## config.mk

```make
export PLATFORM = sky130hd
export DESIGN_NAME = irq_arb_core
export DESIGN_NICKNAME = d
export VERILOG_FILES = /design/src/rtl/irq_arb_pkg.sv /design/src/rtl/irq_edge_detect.sv /design/src/rtl/irq_msb_pick.sv /design/src/rtl/irq_arb_core.sv
export SDC_FILE = /design/constraint.sdc
export NUM_CORES = 1
export LEC_CHECK = 0
export ABC_AREA = 1
export BUFFER_PORTS_ARGS = -buffer_cell sky130_fd_sc_hd__buf_2
export CAP_MARGIN = 20
export CORE_ASPECT_RATIO = 0.6
export CORE_UTILIZATION = 40
export DETAILED_ROUTE_END_ITERATION = 6
export PLACE_DENSITY = 0.71
export SETUP_SLACK_MARGIN = 0.5
export SYNTH_ARGS = -nofsm -noshare
export SYNTH_HDL_FRONTEND = slang
export SYNTH_SLANG_ARGS = --single-unit
```

## constraint.sdc

```tcl
create_clock -name clk -period 1.6 [get_ports clk]
set_input_delay 0.24 -clock clk [delete_from_list [all_inputs] [get_ports clk]]
set_output_delay 0.24 -clock clk [all_outputs]
set_load 0.02 [all_outputs]
```

## src/rtl/irq_arb_pkg.sv

```systemverilog
package irq_arb_pkg;
    localparam int unsigned LINES  = 8;
    localparam int unsigned LINE_W = $clog2(LINES);
    localparam int unsigned VEC_W  = 8;

    typedef struct packed {
        logic              any;
        logic [LINE_W-1:0] idx;
    } pick_t;

    function automatic logic [LINES-1:0] line_bit(input logic [LINE_W-1:0] idx);
        logic [LINES-1:0] r;
        r = '0;
        r[idx] = 1'b1;
        return r;
    endfunction
endpackage

```

## src/rtl/irq_edge_detect.sv

```systemverilog
module irq_edge_detect #(
    parameter int unsigned N = irq_arb_pkg::LINES
) (
    input  logic         clk,
    input  logic         rst,
    input  logic [N-1:0] lines_i,
    output logic [N-1:0] rise_o
);
    logic [N-1:0] prev_q;

    always_ff @(posedge clk) begin
        if (rst) prev_q <= '0;
        else     prev_q <= lines_i;
    end

    assign rise_o = lines_i & ~prev_q;
endmodule

```

## src/rtl/irq_msb_pick.sv

```systemverilog
module irq_msb_pick
    import irq_arb_pkg::*;
#(
    parameter int unsigned N = LINES
) (
    input  logic [N-1:0] vec_i,
    output pick_t        pick_o
);
    always_comb begin
        pick_o = '0;
        for (int i = 0; i < int'(N); i++) begin
            if (vec_i[i]) begin
                pick_o.any = 1'b1;
                pick_o.idx = LINE_W'(i);
            end
        end
    end
endmodule

```

## src/rtl/irq_arb_core.sv

```systemverilog
module irq_arb_core
    import irq_arb_pkg::*;
#(
    parameter int unsigned N    = LINES,
    parameter int unsigned VW   = VEC_W,
    localparam int unsigned LW  = $clog2(N)
) (
    input  logic          clk,
    input  logic          rst,
    input  logic [N-1:0]  irq_lines,
    input  logic [N-1:0]  irq_mask,
    input  logic [VW-1:0] vec_base,
    input  logic [N-1:0]  cascade_map,
    input  logic          is_master,
    input  logic          auto_eoi,
    input  logic          eoi_top,
    input  logic          eoi_one,
    input  logic [LW-1:0] eoi_line,
    input  logic          ack,
    output logic          int_pulse,
    output logic [VW-1:0] vector,
    output logic          slave_vec,
    output logic [N-1:0]  req_q,
    output logic [N-1:0]  svc_q
);
    logic [N-1:0] rise_w, acc_w, open_w;
    logic [N-1:0] ack_bit, svc_set, eoi_clr, req_n, svc_n;
    pick_t        req_pick, svc_pick, nxt_pick;
    logic         ack_take, eoi_evt, pulse_n;

    irq_edge_detect #(.N(N)) u_edge (
        .clk(clk), .rst(rst), .lines_i(irq_lines), .rise_o(rise_w)
    );

    irq_msb_pick #(.N(N)) u_pick_req (.vec_i(req_q), .pick_o(req_pick));
    irq_msb_pick #(.N(N)) u_pick_svc (.vec_i(svc_q), .pick_o(svc_pick));
    irq_msb_pick #(.N(N)) u_pick_nxt (.vec_i(req_n), .pick_o(nxt_pick));

    assign acc_w    = rise_w & ~irq_mask;
    assign ack_take = ack & req_pick.any;
    assign ack_bit  = ack_take ? line_bit(req_pick.idx) : '0;
    assign svc_set  = auto_eoi ? '0 : ack_bit;
    assign eoi_clr  = ((eoi_top & svc_pick.any) ? line_bit(svc_pick.idx) : '0)
                    | (eoi_one ? line_bit(eoi_line) : '0);
    assign req_n    = (req_q & ~ack_bit) | acc_w;
    assign svc_n    = (svc_q | svc_set) & ~eoi_clr;
    assign eoi_evt  = eoi_top | eoi_one | (ack_take & auto_eoi);

    // open_w[i]: no in-service bit at position i or above
    for (genvar i = 0; i < int'(N); i++) begin : g_open
        assign open_w[i] = ~|svc_n[N-1:i];
    end

    assign pulse_n = (|(acc_w & open_w))
                   | (eoi_evt & nxt_pick.any & open_w[nxt_pick.idx]);

    always_ff @(posedge clk) begin
        if (rst) begin
            req_q     <= '0;
            svc_q     <= '0;
            int_pulse <= 1'b0;
            vector    <= '0;
            slave_vec <= 1'b0;
        end else begin
            req_q     <= req_n;
            svc_q     <= svc_n;
            int_pulse <= pulse_n;
            if (ack) begin
                vector    <= ack_take ? (vec_base | VW'(req_pick.idx))
                                      : (vec_base | VW'(N-1));
                slave_vec <= ack_take & is_master & cascade_map[req_pick.idx];
            end
        end
    end


    masked_edge_dropped_chk: assert property (@(posedge clk) disable iff (rst)
        (|(rise_w & irq_mask & ~req_q)) |=>
        ((req_q & $past(rise_w & irq_mask & ~req_q)) == '0));


    pulse_needs_request_chk: assert property (@(posedge clk) disable iff (rst)
        int_pulse |-> (|req_q));


    svc_only_on_ack_chk: assert property (@(posedge clk) disable iff (rst)
        !ack |=> ((svc_q & ~$past(svc_q)) == '0));


    slave_needs_master_chk: assert property (@(posedge clk) disable iff (rst)
        (ack && !is_master) |=> !slave_vec);


    spurious_vector_chk: assert property (@(posedge clk) disable iff (rst)
        (ack && req_q == '0) |=> (vector == ($past(vec_base) | VW'(N-1)) && !slave_vec));


    reset_clears_chk: assert property (@(posedge clk)
        rst |=> (req_q == '0 && svc_q == '0 && !int_pulse && !slave_vec));
endmodule

```

---- Word level (Yosys, flattened, before mapping) ----
Index checks and enable logic that the tools add are counted.
operators by class
  magnitude comparators ................... 7
  multiplexer cells ....................... 39
  bitwise operators ....................... 23
  reduce and logical (&&, ||, !) cells .... 19
operators with widths
  cell                                                                                  count
  4-bit 2-to-1 mux                                                                      24
  8-bit bitwise AND                                                                     5
  8-bit 2-to-1 mux                                                                      5
  8-bit NOT                                                                             4
  8-bit bitwise OR                                                                      3
  3-bit by 4-bit < comparator with 1-bit output (second input constant)                 4
  8-bit OR reduction                                                                    2
  1-bit demux with 3-bit select                                                         3
  3-bit by 1-bit greater-or-equal comparator with 1-bit output (second input constant)  3
  1-bit zero test                                                                       8
  8-bit by 3-bit bitwise OR with 8-bit output                                           1
  1-bit bitwise AND                                                                     7
  7-bit OR reduction                                                                    1
  1-bit binary-select mux with 3-bit select                                             2
  6-bit OR reduction                                                                    1
  1-bit 2-to-1 mux                                                                      5
  5-bit OR reduction                                                                    1
  4-bit OR reduction                                                                    1
  1-bit logical AND                                                                     3
  1-bit bitwise OR                                                                      3
  3-bit OR reduction                                                                    1
  2-bit OR reduction                                                                    1
storage, ports and cells
  flip-flop bits (word level) ............. 34
  input bits .............................. 42
  logic and storage cells ................. 94

---- Longest topological paths before layout ----
  depth in word-level cells ............... 28
  mapped depth ............................ 17
  mapped depth without buffers ............ 17

---- Hierarchy ----
From an unflattened synthesis, not the netlist that was laid out.
unflattened totals
  cells, all modules ...................... 343
  area, all modules ....................... 2089.5 sq um
by module, submodules not included
  module           instances  cells an instance  area an instance (sq um)
  irq_arb_core     1          250                1575.3
  irq_edge_detect  1          33                 281.5
  irq_msb_pick     3          20                 77.6

---- Worst setup path before layout ----
Ideal clock, no wire load.
  kind .................................... reg-to-reg
  from .................................... reg req_q[2]
  to ...................................... reg int_pulse
  data arrival time ....................... 1.668 ns
  path slack .............................. -0.187 ns
  cell stages (with the launch flop) ...... 18
  clock period less this slack ............ 1.787 ns
  cell sequence ........................... dfxtp_1 inv_1 nand2_1 nand2_1 nand2_1 nand2_1 nand2_2 nand2_4 a21oi_4 nand2_1 nand2_1 nand3_1 nand2_1 nand2_1 nand2_1 nand2_1 nand3_1 a21oi_1
on the way
  word-level cells in the longest chain between the ends .. 25
RTL lines
  what                                                                                                                                                 RTL line                                source
  start, declared                                                                                                                                      irq_arb_core.sv:23                      output logic [N-1:0] req_q,
  start signal, assigned                                                                                                                               irq_arb_core.sv:65                      req_q <= req_n;
  4-bit 2-to-1 mux (6 in a row)                                                                                                                        irq_msb_pick.sv:12                      if (vec_i[i]) begin
  3-bit by 4-bit < comparator with 1-bit output (implied by the code) or 3-bit by 1-bit greater-or-equal comparator with 1-bit output (tied branches)  irq_arb_pkg.sv:14                       r[idx] = 1'b1;
  1-bit logical AND (implied by the code)                                                                                                              irq_arb_pkg.sv:14
  1-bit 2-to-1 mux (implied by the code)                                                                                                               irq_arb_pkg.sv:14
  1-bit demux with 3-bit select                                                                                                                        irq_arb_pkg.sv:14
  8-bit 2-to-1 mux                                                                                                                                     irq_arb_core.sv:41                      assign ack_bit = ack_take ? line_bit(req_pick.idx) : '0;
  8-bit NOT                                                                                                                                            irq_arb_core.sv:45                      assign req_n = (req_q & ~ack_bit) | acc_w;
  8-bit bitwise AND                                                                                                                                    irq_arb_core.sv:45
  8-bit bitwise OR                                                                                                                                     irq_arb_core.sv:45
  4-bit 2-to-1 mux (7 in a row)                                                                                                                        irq_msb_pick.sv:12
  1-bit binary-select mux with 3-bit select or 4-bit 2-to-1 mux (tied branches)                                                                        irq_arb_core.sv:55, irq_msb_pick.sv:12
  1-bit 2-to-1 mux (implied by the code) or 1-bit bitwise AND (tied branches)                                                                          irq_arb_core.sv:55                      | (eoi_evt & nxt_pick.any & open_w[nxt_pick.idx]);
  1-bit bitwise AND                                                                                                                                    irq_arb_core.sv:55
  1-bit bitwise OR *                                                                                                                                   irq_arb_core.sv:55
  end signal, assigned                                                                                                                                 irq_arb_core.sv:67                      int_pulse <= pulse_n;
  end, declared                                                                                                                                        irq_arb_core.sv:20                      output logic int_pulse,
Mark *: on every way between the ends. The rest lies on a longest branch, timed or not. The select of a mux whose other input is x is not followed.
A chain may end at the register's enable or synchronous reset.

---- Worst setup path after layout ----
  from .................................... reg req_q[6]
  to ...................................... reg int_pulse
on the way
  word-level cells in the longest chain between the ends .. 21
RTL lines
  what                                                                                                                                                 RTL line
  4-bit 2-to-1 mux (2 in a row)                                                                                                                        irq_msb_pick.sv:12
  3-bit by 4-bit < comparator with 1-bit output (implied by the code) or 3-bit by 1-bit greater-or-equal comparator with 1-bit output (tied branches)  irq_arb_pkg.sv:14
  1-bit logical AND (implied by the code)                                                                                                              irq_arb_pkg.sv:14
  1-bit 2-to-1 mux (implied by the code)                                                                                                               irq_arb_pkg.sv:14
  1-bit demux with 3-bit select                                                                                                                        irq_arb_pkg.sv:14
  8-bit 2-to-1 mux                                                                                                                                     irq_arb_core.sv:41
  8-bit NOT                                                                                                                                            irq_arb_core.sv:45
  8-bit bitwise AND                                                                                                                                    irq_arb_core.sv:45
  8-bit bitwise OR                                                                                                                                     irq_arb_core.sv:45
  4-bit 2-to-1 mux (7 in a row)                                                                                                                        irq_msb_pick.sv:12
  1-bit binary-select mux with 3-bit select or 4-bit 2-to-1 mux (tied branches)                                                                        irq_arb_core.sv:55, irq_msb_pick.sv:12
  1-bit 2-to-1 mux (implied by the code) or 1-bit bitwise AND (tied branches)                                                                          irq_arb_core.sv:55
  1-bit bitwise AND                                                                                                                                    irq_arb_core.sv:55
  1-bit bitwise OR *                                                                                                                                   irq_arb_core.sv:55
Marked as above.

==> impl_metrics.toml <==
[power_and_ir_drop]
power_w = 0.002434
peakVddDrop_mv = 0.5274
switching_share_pct = 33.69
comb_power_share_pct = 34.8
leakage_nw = 1.719
seqPwrFrac_pct = 38.0
powerDensity_mw_per_mm2 = 729.1
clkPwrFrac_pct = 27.2
p_sw_w = 0.0008200
p_int_w = 0.001614

[logic_synthesis]
netlist.top_cell.by_area = "dfxtp_1"
ys.flop_type = "dfxtp_1"
synth_top_cell_area_share_pct = 34.34
synth.avg_cell_area_um2 = 6.213
ys_seq_area_share_pct = 34.34
synth_cell_types = 29
netlist_instances = 319
ys_ff_latch = 34
synth.most_common_cell = "nand2_1"
yosys_warnings = 0
ys_top_cells_by_count = "nand2_1, nor2_1, inv_1"
synth_edf_count = 0
synth_nets = 361
synthArstFlopShare_pct = 0
synthTopCellsByArea = "dfxtp_1, nand2_1, nor2_1"
synth_area_mm2 = 0.001982

[floorplanning]
fp-row-count = 19
die_x_um = 92.88
die_h_um = 56.53
fp.dieArea_mm2 = 0.005250
core_mm2 = 0.004659
io_pins = 68
initial_core_util_pct = 42.53

[cells_and_area]
final_core_utilization_pct = 71.64
areaGrowthSynthToFinish_pct = 68.43
nNetsFinal = 497
finalInstanceArea_mm2 = 0.003338
layout-drive-gt1-share_pct = 47.37
n_antenna_cell = 0

[timing]
worstMarginPinSlew_ns = 0.4626
finalSetupViolations = 3
hold_viol = 0
period_share_pct = 118.5
fin_ws_ns = -0.2966
relSlewSlack_pct = 68.92
clock_skew_ns = 0.003038
rsz0062_at_grt = "yes"
min_period_ns = 1.897
fmax_mhz = 527.3
hold_slack_ns = 0.1554
slew_violations = 0

[clock_tree]
ctsHoldBuffers = 0
clock-sinks = 34
htreeDepth = 2
tritoncts = "yes"
cts_made_buffers = 5
clk_pin_slew_worst_paths_ns = 0.07
cts.root.buffer_cell = "clkbuf_8"
cts_buffer_depth = 2
clk_latency_ns = 0.29

[detailed_routing]
routed_wl_um = 6899
wl_per_cell_um = 13.29
routed_via_density = 4.854
dr_total_vias = 2519
drtAntennaViolNets = 0
drtIter0Drc = 141
drc_errors = 0
drtPass1Iterations = 4

[worst_setup_path]
rr_worst_depth = 13
critical_path_class = "reg -> reg"
end_kind = "flop"
r2r_setup_slack_ns = -0.30
path_max_fanout = 4
startpoint_type = "flop"
required_ns = 1.78
crit_arrival_ns = 2.08
reg2reg_to = "int_pulse$_SDFF_PP0_"
regToRegStartpoint = "req_q[6]$_SDFF_PP0_"

[grt]
grt_util_met2_pct = 37.92
antenna_found_initial = 0
grt-busiest-layer = "met1"
grt_pass1_wl_um = 10590
grt_pass1_vias = 2222
grt_max_degree = 15
grt.overflow.total = 0
gr-usage-all-layers_pct = 26.47
grt_use_met1_pct = 39.72
grt_util_met3_pct = 4.743

[status]
violations = "setup timing"
status = "finished with violations"

[placed_design]
placed_area_mm2 = 0.002884
place_hpwl_um = 5181
io_buffers = 67
gp_congestion = 0.9793

[hold_path]
min_from = "irq_lines[3]"
hp-class = "in -> reg"
hold_path_end = "u_edge.prev_q[3]$_SDFF_PP0_"
worstHoldPathCells = 3

[run]
maxCapViolCount = 0
kinds of logic (layout without fill, tap and decap cells):
| kind of cell | after synthesis | after routing | share of synthesized area [%] |
|---|---|---|---|
| AND/OR/NAND/NOR | 190 | 190 | 42.87 |
| AO/OA/AOI/OAI | 37 | 37 | 11.24 |
| flip-flops | 34 | 34 | 34.34 |
| buffers and inverters | 58 | 195 | 11.55 |
worst max-delay path by stage:
stage                                   start              endpoint  slack (ns)  cells past startpoint
after floorplan           req_q[4]$_SDFF_PP0_  int_pulse$_SDFF_PP0_       -0.03                     14
after global placement    req_q[6]$_SDFF_PP0_  int_pulse$_SDFF_PP0_       -0.18                     14
after detailed placement  req_q[6]$_SDFF_PP0_  int_pulse$_SDFF_PP0_       -0.21                     11
after CTS                 req_q[6]$_SDFF_PP0_  int_pulse$_SDFF_PP0_       -0.19                     14
after global routing      req_q[6]$_SDFF_PP0_  int_pulse$_SDFF_PP0_       -0.47                     14
final                     req_q[6]$_SDFF_PP0_  int_pulse$_SDFF_PP0_       -0.30                     13
final cells by class:
| class | instances | area (um2) |
|---|---|---|
| inverter | 54 | 202.7 |
| sequential | 34 | 724.4 |
| timing repair buffer | 133 | 970.9 |
| clock buffer | 7 | 86.33 |
| multi-input combinational | 227 | 1270 |
| clock inverter | 1 | 5.005 |
| tap | 63 | 78.83 |
| fill | 366 | 1321 |
critical path, stage by stage (launching register included):
cell     delay (ns)
dfxtp_4        0.36
nor2_4         0.19
nand3_4        0.11
nor2_4         0.19
nand3_4        0.12
buf_6          0.14
o21ai_2        0.11
nand2_2        0.09
nand2_1        0.09
nor2_1         0.05
nand3_1        0.06
nand2_1        0.06
nor3_2         0.14
a21oi_1        0.08
routing by layer:
layer	vias to the layer above	wire length [um]
met5	-	0
met4	0	63
met3	6	651
li1	1274	-
met2	108	2823
met1	1131	3360
power groups by stage:
stage	registers (W)	logic [W]	clock network [W]
floorplan	0.000994	0.000341	0
global placement	0.000944	0.000697	0
detailed placement	0.000945	0.000710	0
CTS	0.000928	0.000794	0.000675
global route	0.000931	0.000915	0.000712
finish	0.000926	0.000847	0.000661
flip-flops by register name (all words and copies together) (netlist names):
signal and cells:
svc_q 8, req_q 8, vector 8, u_edge.prev_q 8
slave_vec 1, int_pulse 1
placed cells by master, fill, tap and decap left out, types with 10 or more instances in the layout:
cell	instances
nand2_1	62
buf_2	53
nor2_1	52
buf_4	52
inv_1	47
buf_6	28
dfxtp_1	19
nand3_1	17
nand2_2	14
o21ai_0	11
nor3_1	11
dfxtp_4	10
repair_timing:
item / CTS / global route
buffers inserted: 7 / 2
endpoints found under the setup margin: 32 / 34
pin swaps: 10 / 8
gates resized for setup: 62 / 21
stage by stage:
step | setup TNS [ns] | setup WS (ns) | instances
global placement | -0.1833 | -0.1833 | 502
detailed placement | -0.2103 | -0.2103 | 502
global route | -0.7098 | -0.4652 | 519
CTS | -0.1917 | -0.1917 | 517
floorplan | -0.02864 | -0.02864 | 319
finish | -0.3208 | -0.2966 | 519
No activity file was read; power rests on OpenSTA's default activity.
